===== src/rtl/ipc_pkg.sv =====
`timescale 1ns/1ps
package ipc_pkg;

  typedef logic [2:0] prio_t;

  typedef enum logic [1:0] {
    MODE_GLOBAL  = 2'b00,
    MODE_BAD_A   = 2'b01,
    MODE_LEVELED = 2'b10,
    MODE_BAD_B   = 2'b11
  } ctl_mode_e;

  localparam prio_t      PRIO_TOP   = 3'd7;
  localparam logic [7:0] PRIO_RESET = 8'h77;

  // Only the exact level-mask code selects leveled masking; reserved codes fall back
  function automatic logic uses_levels(input logic [1:0] mode);
    return mode == MODE_LEVELED;
  endfunction

  // Acceptance rule for one pending source
  function automatic logic accepts(input prio_t lvl, input logic leveled,
                                   input logic gbit, input prio_t mask);
    if (leveled) return (lvl > mask) || (lvl == PRIO_TOP);
    else         return !gbit;
  endfunction

  // Read image of a priority byte: reserved bits forced low
  function automatic logic [7:0] prio_image(input prio_t hi, input prio_t lo);
    return {1'b0, hi, 1'b0, lo};
  endfunction

  function automatic logic [7:0] ctrl_image(input logic esel, input logic [1:0] mode);
    return {5'b0, esel, mode};
  endfunction

endpackage


===== src/rtl/ipc_regs.sv =====
`timescale 1ns/1ps
module ipc_regs #(
  parameter  int NUM_REGS = 11,
  parameter  int ADDR_W   = 4,
  localparam int NUM_SRC  = 2 * NUM_REGS
) (
  input  logic                   clk,
  input  logic                   rst_n,
  input  logic                   bus_sel,
  input  logic                   bus_wr,
  input  logic [ADDR_W-1:0]      bus_addr,
  input  logic [7:0]             bus_wdata,
  output logic [7:0]             bus_rdata,
  output logic [3*NUM_SRC-1:0]   prio_flat,
  output logic [1:0]             mode,
  output logic                   edge_sel
);
  import ipc_pkg::*;

  localparam logic [ADDR_W-1:0] CTRL_ADDR = ADDR_W'(NUM_REGS);

  logic [7:0] rd_word [NUM_REGS];
  logic       wr_en;

  assign wr_en = bus_sel & bus_wr;

  for (genvar k = 0; k < NUM_REGS; k++) begin : g_prio
    prio_t hi_q, lo_q;
    logic  hit;
    assign hit = wr_en && (bus_addr == ADDR_W'(k));
    always_ff @(posedge clk or negedge rst_n) begin
      if (!rst_n) begin
        hi_q <= PRIO_RESET[6:4];
        lo_q <= PRIO_RESET[2:0];
      end else if (hit) begin
        hi_q <= bus_wdata[6:4];
        lo_q <= bus_wdata[2:0];
      end
    end
    assign prio_flat[3*(2*k)   +: 3] = hi_q;
    assign prio_flat[3*(2*k+1) +: 3] = lo_q;
    assign rd_word[k] = prio_image(hi_q, lo_q);
  end

  always_ff @(posedge clk or negedge rst_n) begin
    if (!rst_n) begin
      mode     <= MODE_GLOBAL;
      edge_sel <= 1'b0;
    end else if (wr_en && bus_addr == CTRL_ADDR) begin
      mode     <= bus_wdata[1:0];
      edge_sel <= bus_wdata[2];
    end
  end

  always_comb begin
    bus_rdata = '0;
    for (int k = 0; k < NUM_REGS; k++) begin
      if (bus_addr == ADDR_W'(k)) bus_rdata = rd_word[k];
    end
    if (bus_addr == CTRL_ADDR) bus_rdata = ctrl_image(edge_sel, mode);
  end

endmodule


===== src/rtl/ipc_nmi.sv =====
`timescale 1ns/1ps
module ipc_nmi #(
  parameter int SYNC_STAGES = 2
) (
  input  logic clk,
  input  logic rst_n,
  input  logic pin,
  input  logic edge_sel,
  input  logic ack,
  output logic synced,
  output logic edge_hit,
  output logic pend
);
  logic [SYNC_STAGES-1:0] sync_q;
  logic                   prev_q;

  always_ff @(posedge clk or negedge rst_n) begin
    if (!rst_n) begin
      sync_q <= '0;
      prev_q <= 1'b0;
      pend   <= 1'b0;
    end else begin
      sync_q <= {sync_q[SYNC_STAGES-2:0], pin};
      prev_q <= sync_q[SYNC_STAGES-1];  // raw sample history, polarity-free
      pend   <= edge_hit | (pend & ~ack);
    end
  end

  assign synced   = sync_q[SYNC_STAGES-1];
  assign edge_hit = edge_sel ? (synced & ~prev_q) : (~synced & prev_q);

endmodule


===== src/rtl/ipc_arb.sv =====
`timescale 1ns/1ps
module ipc_arb #(
  parameter  int NUM_SRC = 22,
  localparam int SRC_W   = $clog2(NUM_SRC)
) (
  input  logic [NUM_SRC-1:0]   irq,
  input  logic [3*NUM_SRC-1:0] prio_flat,
  input  logic                 leveled,
  input  logic                 gbit,
  input  logic [2:0]           mask,
  output logic                 win_valid,
  output logic [SRC_W-1:0]     win_idx,
  output logic [2:0]           win_lvl
);
  import ipc_pkg::*;

  logic [NUM_SRC-1:0] ok;

  for (genvar s = 0; s < NUM_SRC; s++) begin : g_ok
    assign ok[s] = irq[s] && accepts(prio_flat[3*s +: 3], leveled, gbit, mask);
  end

  // Ascending scan with strict compare keeps the lowest index on ties
  always_comb begin
    win_valid = 1'b0;
    win_idx   = '0;
    win_lvl   = '0;
    for (int s = 0; s < NUM_SRC; s++) begin
      if (ok[s] && (!win_valid || prio_flat[3*s +: 3] > win_lvl)) begin
        win_valid = 1'b1;
        win_idx   = SRC_W'(s);
        win_lvl   = prio_flat[3*s +: 3];
      end
    end
  end

endmodule


===== src/rtl/ipc_top.sv =====
`timescale 1ns/1ps
module ipc_top #(
  parameter  int NUM_REGS = 11,
  parameter  int ADDR_W   = 4,
  localparam int NUM_SRC  = 2 * NUM_REGS,
  localparam int SRC_W    = $clog2(NUM_SRC)
) (
  input  logic               clk,
  input  logic               rst_n,
  input  logic               bus_sel,
  input  logic               bus_wr,
  input  logic [ADDR_W-1:0]  bus_addr,
  input  logic [7:0]         bus_wdata,
  output logic [7:0]         bus_rdata,
  input  logic [NUM_SRC-1:0] irq_src,
  input  logic               nmi_pin,
  input  logic               nmi_ack,
  input  logic               cpu_i,
  input  logic [2:0]         cpu_mask,
  output logic               int_req,
  output logic               int_nmi,
  output logic [SRC_W-1:0]   int_src,
  output logic [2:0]         int_level
);
  import ipc_pkg::*;

  logic [3*NUM_SRC-1:0] prio_flat;
  logic [1:0]           ctl_mode;
  logic                 ctl_esel;
  logic                 nmi_sync, nmi_edge, nmi_pend;
  logic                 arb_valid;
  logic [SRC_W-1:0]     arb_idx;
  logic [2:0]           arb_lvl;

  ipc_regs #(.NUM_REGS(NUM_REGS), .ADDR_W(ADDR_W)) u_regs (
    .clk(clk), .rst_n(rst_n), .bus_sel(bus_sel), .bus_wr(bus_wr),
    .bus_addr(bus_addr), .bus_wdata(bus_wdata), .bus_rdata(bus_rdata),
    .prio_flat(prio_flat), .mode(ctl_mode), .edge_sel(ctl_esel)
  );

  ipc_nmi #(.SYNC_STAGES(2)) u_nmi (
    .clk(clk), .rst_n(rst_n), .pin(nmi_pin), .edge_sel(ctl_esel),
    .ack(nmi_ack), .synced(nmi_sync), .edge_hit(nmi_edge), .pend(nmi_pend)
  );

  ipc_arb #(.NUM_SRC(NUM_SRC)) u_arb (
    .irq(irq_src), .prio_flat(prio_flat), .leveled(uses_levels(ctl_mode)),
    .gbit(cpu_i), .mask(cpu_mask), .win_valid(arb_valid),
    .win_idx(arb_idx), .win_lvl(arb_lvl)
  );

  always_comb begin
    int_nmi   = nmi_pend;
    int_req   = nmi_pend | arb_valid;
    int_src   = '0;
    int_level = '0;
    if (nmi_pend) begin
      int_level = PRIO_TOP;
    end else if (arb_valid) begin
      int_src   = arb_idx;
      int_level = arb_lvl;
    end
  end

endmodule


===== config.mk =====
export PLATFORM = sky130hd
export DESIGN_NAME = ipc_top
export DESIGN_NICKNAME = d
export VERILOG_FILES = /design/src/rtl/ipc_pkg.sv /design/src/rtl/ipc_regs.sv /design/src/rtl/ipc_nmi.sv /design/src/rtl/ipc_arb.sv /design/src/rtl/ipc_top.sv
export SDC_FILE = /design/constraint.sdc
export NUM_CORES = 1
export LEC_CHECK = 0
export ABC_AREA = 1
export BUFFER_PORTS_ARGS = -buffer_cell sky130_fd_sc_hd__buf_2
export CAP_MARGIN = 20
export CORE_MARGIN = 5
export CORE_UTILIZATION = 64
export CTS_BUF_LIST = sky130_fd_sc_hd__clkbuf_8
export CTS_CLUSTER_DIAMETER = 40
export DETAILED_ROUTE_END_ITERATION = 12
export PLACE_DENSITY = 0.81
export SETUP_SLACK_MARGIN = 0.3
export SLEW_MARGIN = 20
export SYNTH_ARGS = -nofsm -noshare
export SYNTH_HDL_FRONTEND = slang
export SYNTH_SLANG_ARGS = --single-unit

===== constraint.sdc =====
create_clock -name clk -period 43.3 [get_ports clk]
set_input_delay 6.495 -clock clk [delete_from_list [all_inputs] [get_ports clk]]
set_output_delay 6.495 -clock clk [all_outputs]
set_load 0.01 [all_outputs]

Word level (Yosys, flattened, before mapping). Index checks and enable logic that the tools add are counted.

Register bits: 73. Input port bits: 44. Output and inout port bits: 18. Logic and storage cells: 338.

Order comparisons: 43. Equality and inequality tests: 34. Multiplexer cells: 104. Bitwise gates (word level): 9. Reductions and logical operators: 121.

Operators by type and width (number): 3-bit > comparator (43); 3-bit two-way mux (28); 7-bit two-way mux (12); 3-bit == test, second input constant (22); 1-bit logical AND (55); 1-bit two-way mux (46); 1-bit logical OR (43); 5-bit two-way mux (8); 4-bit two-way mux (8); 1-bit logical NOT (22); 4-bit by 3-bit == test with 1-bit output, second input constant (4); 4-bit == test, second input constant (4); 4-bit by 2-bit == test with 1-bit output, second input constant (2); 1-bit AND (4); 4-bit by 1-bit == test with 1-bit output, second input constant (1); 4-bit logical NOT (1); 2-bit two-way mux (2); 1-bit inverter (3); 2-bit == test, second input constant (1); 1-bit bitwise OR (2).

Logic depth before layout (Yosys ltp). Gate-level depths: netlist (run 1).

Depth in word-level cells: 91. Depth in mapped cells: 213. Depth with buffers taken out: 213.

Modules after synthesis. A second synthesis (run 1) with hierarchy kept.

Cell total of the unflattened synthesis: 1230. Area total of the unflattened synthesis: 8245.4 um^2.

By module, submodules not included: ipc_arb (times used 1, cells an instance 773, area each 4659.5 um^2, sequential area each 0.0 um^2); ipc_regs (times used 1, cells an instance 423, area each 3359.5 um^2, sequential area each 1809.2 um^2); ipc_nmi (times used 1, cells an instance 13, area each 137.6 um^2, sequential area each 100.1 um^2); ipc_top (times used 1, cells an instance 21, area each 88.8 um^2, sequential area each 0.0 um^2).

Worst setup path before layout (run 1). OpenSTA, ideal clock, no wires.

Path type: input port to output port. Start point: input port cpu_mask[2]. End point: output port int_src[3]. Data arrival time: 28.955 ns. Data required time: 36.805 ns. Setup slack: 7.850 ns. Stages: 202. Path buffers: 0. Cell sequence: inv_1 > ha_1 > nand3_1 > nand2_2 > nand2_4 > nand2_4 > nor2_1 > inv_1 > ha_1 > a21oi_1 > o21ai_0 > nand2_1 > nand3_2 > nand2_2 > nand2_1 > nand2_1 > inv_1 > ha_1 > [166 not listed] > nand2_1 > o21ai_0 > nand2_1 > nand2_1 > nand2_1 > inv_1 > nand2_1 > and2_1 > ha_1 > a21oi_1 > o21ai_0 > nand2_1 > nand2_1 > nand2_1 > inv_1 > nor2_1 > nand3b_1 > a2111oi_2.

Word-level cells in the longest chain between the ends: 91. Elaborated cells between the ends (all ways): 231. Those cells by class: order compare (43); mux (81); reduce/logical (107).

RTL lines: from (decl) (line ipc_top.sv:19) `input logic [2:0] cpu_mask,`; 3-bit > comparator (line ipc_pkg.sv:24) `if (leveled) return (lvl > mask) || (lvl == PRIO_TOP);`; 1-bit logical OR (line ipc_pkg.sv:24); 1-bit two-way mux (line ipc_pkg.sv:24); 1-bit logical AND (line ipc_arb.sv:20) `assign ok[s] = irq[s] && accepts(prio_flat[3*s +: 3], leveled, gbit, mask);`; 3-bit two-way mux / 1-bit two-way mux (equally long branches) (line ipc_arb.sv:29) `if (ok[s] && (!win_valid || prio_flat[3*s +: 3] > win_lvl)) begin`; 3-bit > comparator / 1-bit logical NOT (equally long branches) (line ipc_arb.sv:29); 1-bit logical OR (line ipc_arb.sv:29); 1-bit logical AND (line ipc_arb.sv:29); [75 not listed]; 1-bit logical AND (line ipc_arb.sv:29); 3-bit two-way mux / 1-bit two-way mux (equally long branches) (line ipc_arb.sv:29); 3-bit > comparator / 1-bit logical NOT (equally long branches) (line ipc_arb.sv:29); 1-bit logical OR (line ipc_arb.sv:29); 1-bit logical AND (line ipc_arb.sv:29); 5-bit two-way mux / 1-bit two-way mux (equally long branches) (line ipc_arb.sv:29); 5-bit two-way mux (*) (line ipc_top.sv:59) `end else if (arb_valid) begin`; 5-bit two-way mux (*) (line ipc_top.sv:57) `if (nmi_pend) begin`; to (decl) (line ipc_top.sv:22) `output logic [SRC_W-1:0] int_src,`.

Mark *: on every way between the ends. The rest lies on a longest branch, timed or not.

Worst setup path after layout (run 1). Same ends and word-level chain as after synthesis.

==> flow_summary.toml, run 1 <==
[floorplanning]
pin_count = 62
core_um2 = 12100
dieArea_um2 = 14700
num_rows = 40
start_util_pct = 65.6
fp.dieH_um = 121
dieWidth_um = 121

[synthesis]
synth_warnings = 0
yosysMostFrequentCell = "nand2_1"
synthTopCellsByArea = "dfstp_2 22%, ha_1 18%, nand2_1 15%, o21ai_0 9.9%, nand3_1 6.0%"
yosys.area_share.simple_pct = 33.0
muxShareOfSynthArea_pct = 0
synth_compound_area_share_pct = 16.9
synthFlopType = "dfstp_2"
synth_seq_area_share_pct = 24.0
post_synth.cell_area_avg_um2 = 6.90
yosysTopAreaCell = "dfstp_2"
synthAdderAreaFrac_pct = 18.4
synth_top_area_share_pct = 21.8
ys_types = 40
ys_ff_latch = 73
synth_top_family_by_area = "simple AND/OR/NAND/NOR gates"
syn_inst = 1151
synth_enable_flop_cells = 0
synth_commonest_cells = "318 x nand2_1, 157 x o21ai_0, 124 x inv_1, 117 x ha_1, 95 x nand3_1"
synthArstFlopShare_pct = 100
syn_area_um2 = 7950
synth-xor-area-share_pct = 0

[cts]
ctsHoldBuffers = 0
clk_path_buf_depth = 2
cts_tree = "yes"
post-cts-setup-buffer-count = 0
cts_resized = 0
clock-root-buffer = "clkbuf_8"
cts.sinks = 73
clk_latency_ns = 0.35
path_clk_slew_ns = 0.07
numCtsBuffers = 9
htree_levels = 3

[worst_setup_path]
critPathBufInv = 29
crit_fanout = 22
worstPathArrival_ns = 32.25
required_ns = 36.81
crit_slowest_cell = "buf_4"
slowest_delay_ns = 0.37
worstSetupEndpointType = "primary output"
start_kind = "input port"
rrSetupSlack_ns = 42.38
worst_path_dominant_cell_family = "simple AND/OR/NAND/NOR gates"
crit_top_cell = "o21ai_0"
crit_type = "in -> out"

[drt]
initialDrtViolationCount = 698
firstDrtPassIters = 6
drcViolationCount = 0
drt-wirelength-per-cell_um = 15.2
post_drt_via_cell_ratio = 5.66
ant_nets = 0
vias = 7785
routed_wl_um = 20900

[layout]
drive_above_1_share_pct = 18.6
n_antenna_cell = 0
fin_nets = 1363
syn2layout_area_growth_pct = 8.25
utilization_pct = 71.0

[power]
max-vdd-ir-drop_mv = 0.0853
p_leak_nw = 4.38
powerDensity_nw_per_um2 = 80.8

[sta]
tns_ns = 0
fin_crit_ns = 38.74
finalWorstSetupSlack_ns = 4.56
max_freq_mhz = 25.8
skew_ns = 0.000353
final_hold_viol_count = 0
finalMaxSlewViolations = 0
period_share_pct = 89.5
setup_viol = 0
worst_pin_slew_ns = 0.896
rsz0062_at_grt = "false"
slew_headroom_pct = 40.3

[placed_design]
dp_slack_ns = 4.74
gp_congestion = 0.942
buffer_ports.inserted = 57
place.detailed.hpwl_um = 15800

[grt]
grt-ovfl-total = 0
use_met2_pct = 47.0
grt_pass1_vias = 7201
grt_pass1_wl_um = 34600
grtUsageMet1_pct = 41.1
grt_usage_pct = 28.7
busiest_layer = "met2"
grt_use_met3_pct = 4.66
antenna_found_initial = 0
grt_max_degree = 74

[job]
maxCapViolCount = 0

[status]
status = "finished, final reports clean"

[worst_hold_path]
hp-class = "reg -> reg"
-- through the flow --
| step | total power [mW] | instances | cell area [um2] | hold WS, ns |
|---|---|---|---|---|
| after global placement | 0.618 | 1359 | 8380 | 0.337 |
| after floorplan | 0.520 | 1152 | 7950 | 0.331 |
| after CTS | 0.695 | 1375 | 8600 | 0.355 |
| after detailed placement | 0.632 | 1359 | 8380 | 0.337 |
| final | 0.695 | 1375 | 8600 | 0.353 |
| after global routing | 0.783 | 1375 | 8600 | 0.375 |
-- metal layers --
layer  up-vias  share of wire [%]  wire (um)
met5         -                  0          0
met4         0                1.2        242
met3        24                6.6       1380
met2       248                 46       9520
met1      3527                 47       9740
li1       3986                  -          -
-- area by class of cell --
type | count | area, um2
tap | 168 | 210
sequential | 73 | 1910
multi-input combinational | 922 | 5430
clock buffer | 10 | 138
inverter | 133 | 499
timing repair buffer | 63 | 330
clock inverter | 6 | 82.6
fill | 1098 | 3510
-- sequential cells by signal, summed over array words and instances (netlist names) --
name,count
u_nmi.pend,1
u_nmi.prev_q,1
u_nmi.sync_q,2
u_regs.edge_sel,1
u_regs.g_prio.hi_q,33
u_regs.g_prio.lo_q,33
u_regs.mode,2
-- placed cells by master, fill, tap and decap left out, types with 5 or more instances in the layout --
cell	synthesis	routed
nand2_1	318	318
o21ai_0	157	157
inv_1	124	125
ha_1	117	117
nand3_1	95	95
dfstp_2	66	66
nor2_1	61	61
buf_2	0	57
a21oi_1	39	39
nand2_2	29	29
nand2_4	20	20
nand3_2	16	16
clkbuf_8	0	10
and2_1	8	8
a221oi_1	7	7
dfrtp_1	7	7
inv_2	6	6
buf_4	5	6
a32oi_1	5	5
nand4_1	5	5
a31oi_1	5	5
o221ai_1	5	5
o211ai_1	5	5
-- power by group --
group | leakage [nW] | switching [mW] | internal (mW)
clock network | 0.117 | 0.0260 | 0.0337
registers | 0.775 | 0.0188 | 0.0897
logic | 3.49 | 0.325 | 0.202
-- logic make-up (layout without fill, tap and decap cells) --
family | count (synthesis) | count (layout)
buf+inv | 157 | 212
simple gates | 563 | 563
flops | 73 | 73
compound gates | 240 | 240
fa+ha+maj | 117 | 117
other cells | 1 | 2
-- worst paths after layout --
check | startpoint | endpoint | depth (start not counted)
min in group asynchronous | rst_n | u_nmi.sync_q[1] | 2
max in group asynchronous | rst_n | u_nmi.pend | 2
setup / recovery | cpu_mask[2] | int_src[3] | 200
setup reg to reg | u_nmi.pend | u_nmi.pend | 2
hold / removal | u_nmi.sync_q[0] | u_nmi.sync_q[1] | 0
hold reg to reg | u_nmi.sync_q[0] | u_nmi.sync_q[1] | 0
-- worst reg2reg max path: cells and delay by family (launching register included) --
| family | cells | cell delay [ns] |
|---|---|---|
| DFF | 1 | 0.42 |
| buffers and inverters | 1 | 0.23 |
| AOI/OAI and AO/OA | 1 | 0.15 |
No activity file was read; power rests on OpenSTA's default activity.
==> run 2: changes to the inputs <==
Settings changed: CORE_UTILIZATION 64 to 68, PLACE_DENSITY 0.81 to 0.86.
Clock period 43.3 ns to 46.7 ns, I/O delays scaled along.
==> flow_summary.toml, run 2 (synthesis results as in run 1) <==
[job]
maxCapViolCount = 0

[cts]
post-cts-setup-buffer-count = 0
numCtsBuffers = 9
path_clk_slew_ns = 0.08
cts.sinks = 73
htree_levels = 3
ctsHoldBuffers = 0
cts_resized = 0
clk_latency_ns = 0.35
clk_path_buf_depth = 2
clock-root-buffer = "clkbuf_8"
cts_tree = "yes"

[power]
swShare_pct = 53.2
combPwrFrac_pct = 75.7
p_seq_share_pct = 15.6
p_leak_nw = 4.38
max-vdd-ir-drop_mv = 0.108
power_mw = 0.646
netSwitchingPower_mw = 0.343
p_clk_share_pct = 8.7
intPower_mw = 0.303
powerDensity_nw_per_um2 = 75.4

[floorplanning]
fp.dieH_um = 118
pin_count = 62
start_util_pct = 69.6
dieWidth_um = 118
num_rows = 39
core_um2 = 11400
dieArea_um2 = 14000

[worst_setup_path]
crit_type = "in -> out"
slowest_delay_ns = 0.35
timing.rr.end = "u_nmi.pend"
required_ns = 39.69
r2r_cells = 2
worstSetupEndpointType = "primary output"
crit_top_cell = "o21ai_0"
r2r-start = "u_nmi.pend"
worstPathArrival_ns = 32.71
crit_fanout = 22
crit_slowest_cell = "buf_4"
rrSetupSlack_ns = 45.83
start_kind = "input port"

[sta]
slew_headroom_pct = 39.3
worst_pin_slew_ns = 0.910
finalMaxSlewViolations = 0
skew_ns = 0.00120
setup_viol = 0
rsz0062_at_grt = "false"
max_freq_mhz = 25.2
fin_crit_ns = 39.71
tns_ns = 0
final_hold_viol_count = 0
period_share_pct = 85.0

[drt]
drcViolationCount = 0
firstDrtPassIters = 7
post_drt_via_cell_ratio = 5.85
initialDrtViolationCount = 611
drt-wirelength-per-cell_um = 15.3
routed_wl_um = 20700
vias = 7893
ant_nets = 0

[layout]
drive_above_1_share_pct = 18.6
syn2layout_area_growth_pct = 7.86
fin_nets = 1363
fillers = 933
top_regs = "u_regs.g_prio.hi_q (33), u_regs.g_prio.lo_q (33)"
layout_commonest_cell = "nand2_1"
multi_input_area_um2 = 5430
fin_area_um2 = 8570
n_antenna_cell = 0
final_cell_mix = "318 x nand2_1, 157 x o21ai_0, 125 x inv_1"
regArea_um2 = 1910

[worst_hold_path]
worst_hold_path.endpoint = "u_nmi.sync_q[1]"
worstHoldStart = "u_nmi.sync_q[0]"
hold_depth = 0
hp-class = "reg -> reg"

[grt]
grt_pass1_vias = 7124
grt_usage_pct = 29.6
grt_pass1_wl_um = 34700
grt_max_degree = 74
antenna_found_initial = 0
grt-ovfl-total = 0

[placed_design]
dpl-instance-area_um2 = 8350
buffer_ports.inserted = 57
gp_congestion = 0.893
place.detailed.hpwl_um = 15600

[status]
status = "finished, final reports clean"
-- run 2: cell types whose count changed in the layout (fill, tap and decap cells not counted), sizes merged --
cell,change
inv,+1
clkinv,-1
-- run 2: area by class of cell --
cell class	count	area share, %
Timing Repair Buffer	63	3.85
Sequential cell	73	22.3
Tap cell	143	2.09
Multi-Input combinational cell	922	63.4
Inverter	133	5.82
Clock inverter	6	0.963
Clock buffer	10	1.61
-- run 2: power by group through the flow --
stage          combinational (mW)  clock (mW)  sequential, mW
2_1_floorplan               0.387           0          0.0944
3_3_place_gp                0.469           0           0.100
3_5_place_dp                0.485           0           0.101
4_1_cts                     0.488      0.0561           0.100
5_1_grt                     0.567      0.0594           0.102
6_report                    0.489      0.0563           0.101
-- run 2: worst max-delay path by stage --
stage / start / endpoint / cells after the start
2_1_floorplan: cpu_mask[2] / int_src[3] / 202
3_3_place_gp: cpu_mask[2] / int_src[3] / 200
3_5_place_dp: cpu_mask[2] / int_src[3] / 197
4_1_cts: cpu_mask[2] / int_src[3] / 197
5_1_grt: cpu_mask[1] / int_src[3] / 207
6_report: cpu_mask[2] / int_src[3] / 198
-- run 2: stage by stage --
stage               hold slack [ns]  worst slack, ns  cells  utilization (%)
CTS                           0.378             7.12   1350             75.1
finish                        0.385             6.99   1350             75.1
global route                  0.391             3.74   1350             75.1
detailed placement            0.359             7.22   1334             73.1
global placement              0.335             7.81   1334             73.1
floorplan                     0.331            10.23   1152                -
-- run 2: routing by layer --
metal / vias up / track usage, % / share of wire (%)
li1: 3977 / - / -
met1: 3593 / 41.9 / 45
met2: 283 / 47.3 / 45
met3: 40 / 4.57 / 7.4
met4: 0 / 7.60 / 2.2
met5: - / 0 / 0
-- run 2: critical path: cells and delay by family --
| kind | cells | cell delay, ns |
|---|---|---|
| AO/OA/AOI/OAI | 49 | 8.02 |
| adder cells (fa/ha/maj) | 22 | 6.67 |
| buffers and inverters | 28 | 2.26 |
| AND/OR/NAND/NOR | 99 | 8.61 |
==> run 3: changes to the inputs <==
Settings changed: CORE_UTILIZATION 68 to 69, PLACE_DENSITY 0.86 to 0.87, SYNTH_HIERARCHICAL set to 1.
==> flow_summary.toml, run 3 <==
[status]
status = "finished, final reports clean"

[sta]
max_freq_mhz = 25.5
fin_crit_ns = 39.29
tns_ns = 0
worst_pin_slew_ns = 0.900
final_hold_viol_count = 0
finalMaxSlewViolations = 0
rsz0062_at_grt = "false"
period_share_pct = 84.1
setup_viol = 0
slew_headroom_pct = 40.0
skew_ns = 0.000124

[layout]
n_antenna_cell = 0
syn2layout_area_growth_pct = 7.47
final_cell_mix = "366 x nand2_1, 139 x o21ai_0, 131 x nand3_1"
layout_commonest_cell = "nand2_1"
drive_above_1_share_pct = 19.3
fin_cells = 1429
fin_nets = 1438
utilization_pct = 74.7
top_regs = "u_regs/g_prio.hi_q (33), u_regs/g_prio.lo_q (33)"

[worst_setup_path]
crit_fanout = 22
crit_type = "in -> out"
crit_slowest_cell = "ha_1"
start_kind = "input port"
rrSetupSlack_ns = 45.80
critPathLaunch = "cpu_mask[2]"
worstPathArrival_ns = 32.29
required_ns = 39.69
r2r-start = "u_regs/g_prio[8].hi_q[2]"
worstSetupEndpointType = "primary output"
crit_top_cell = "nand2_1"
slowest_delay_ns = 0.34

[drt]
drcViolationCount = 0
post_drt_via_cell_ratio = 5.85
firstDrtPassIters = 6
drt-wirelength-per-cell_um = 15.2
vias = 8356
routed_wl_um = 21700
initialDrtViolationCount = 742
ant_nets = 0

[synthesis]
post_synth.cell_area_avg_um2 = 6.71
syn_inst = 1229
synth_warnings = 6
syn_area_um2 = 8240

[floorplanning]
core_um2 = 11900
dieWidth_um = 119
start_util_pct = 69.5
pin_count = 62
num_rows = 40
dieArea_um2 = 14200
fp.dieH_um = 119

[cts]
ctsHoldBuffers = 0
clock-root-buffer = "clkbuf_8"
htree_levels = 3
post-cts-setup-buffer-count = 0
clk_latency_ns = 0.35
cts.sinks = 73
cts_tree = "yes"
numCtsBuffers = 9
clk_path_buf_depth = 2
path_clk_slew_ns = 0.08
cts_resized = 0

[grt]
antenna_found_initial = 0
grt_pass1_vias = 7782
grt-ovfl-total = 0
grt_max_degree = 74
grt_usage_pct = 30.4
grt_pass1_wl_um = 36200

[placed_design]
buffer_ports.inserted = 57
gp_congestion = 0.939
place_inst = 1413
place.detailed.hpwl_um = 16000

[job]
maxCapViolCount = 0

[power]
p_leak_nw = 4.58
max-vdd-ir-drop_mv = 0.0783
powerDensity_nw_per_um2 = 74.6

[worst_hold_path]
worstHoldStart = "u_nmi/sync_q[0]"
hp-class = "reg -> reg"
## run 3: cell types whose count changed in the layout (fill, tap and decap cells not counted), moves of 5 or more
| cell | before | now |
|---|---|---|
| nand2_1 | 318 | 366 |
| nand3_1 | 95 | 131 |
| o21ai_0 | 157 | 139 |
| o21ai_1 | 2 | 12 |
| or2_2 | 1 | 10 |
| a221oi_1 | 7 | 0 |
| nor2_2 | 2 | 8 |
| a32oi_1 | 5 | 0 |
| inv_2 | 6 | 11 |
| nand4_1 | 5 | 10 |
| o221ai_1 | 5 | 0 |
## run 3: where the power goes
group / internal, mW / total, mW / switching [mW]
combinational: 0.193 / 0.498 / 0.305
clock: 0.0367 / 0.0605 / 0.0238
sequential: 0.0832 / 0.103 / 0.0195
total: 0.312 / 0.661 / 0.349
## run 3: final cells by class
type	count	area, um2
fill	995	3000
multi-input combinational	996	5690
clock inverter	6	106
inverter	135	509
sequential	73	1910
clock buffer	10	138
timing repair buffer	62	323
tap	147	184
## run 3: worst paths after layout
path                                             to  cells past startpoint
max in group asynchronous           u_nmi/sync_q[0]                      2
hold / removal                      u_nmi/sync_q[1]                      0
hold reg to reg                     u_nmi/sync_q[1]                      0
setup reg to reg           u_regs/g_prio[8].hi_q[2]                      2
setup / recovery                         int_src[3]                    193
min in group asynchronous              u_nmi/prev_q                      2
## run 3: metal layers
layer  part of all wire [%]  track usage (%)
met3                    7.1             4.70
met5                      0                0
met1                     43             41.5
met4                    2.8             9.95
met2                     47             49.5
## run 3: stage by stage
step,hold WS (ns),worst slack (ns),power (mW),cell area (um2)
2_1_floorplan,0.331,10.64,0.490,8250
6_report,0.370,7.41,0.661,8860
5_1_grt,0.377,4.26,0.746,8860
3_5_place_dp,0.342,7.69,0.594,8610
3_3_place_gp,0.340,8.30,0.578,8610
4_1_cts,0.365,7.65,0.657,8860
## run 3: critical path: cells and delay by family
kind            cells  cell delay, ns
buf+inv            23            2.04
simple gates       97            8.52
fa+ha+maj          22            6.66
compound gates     51            8.02
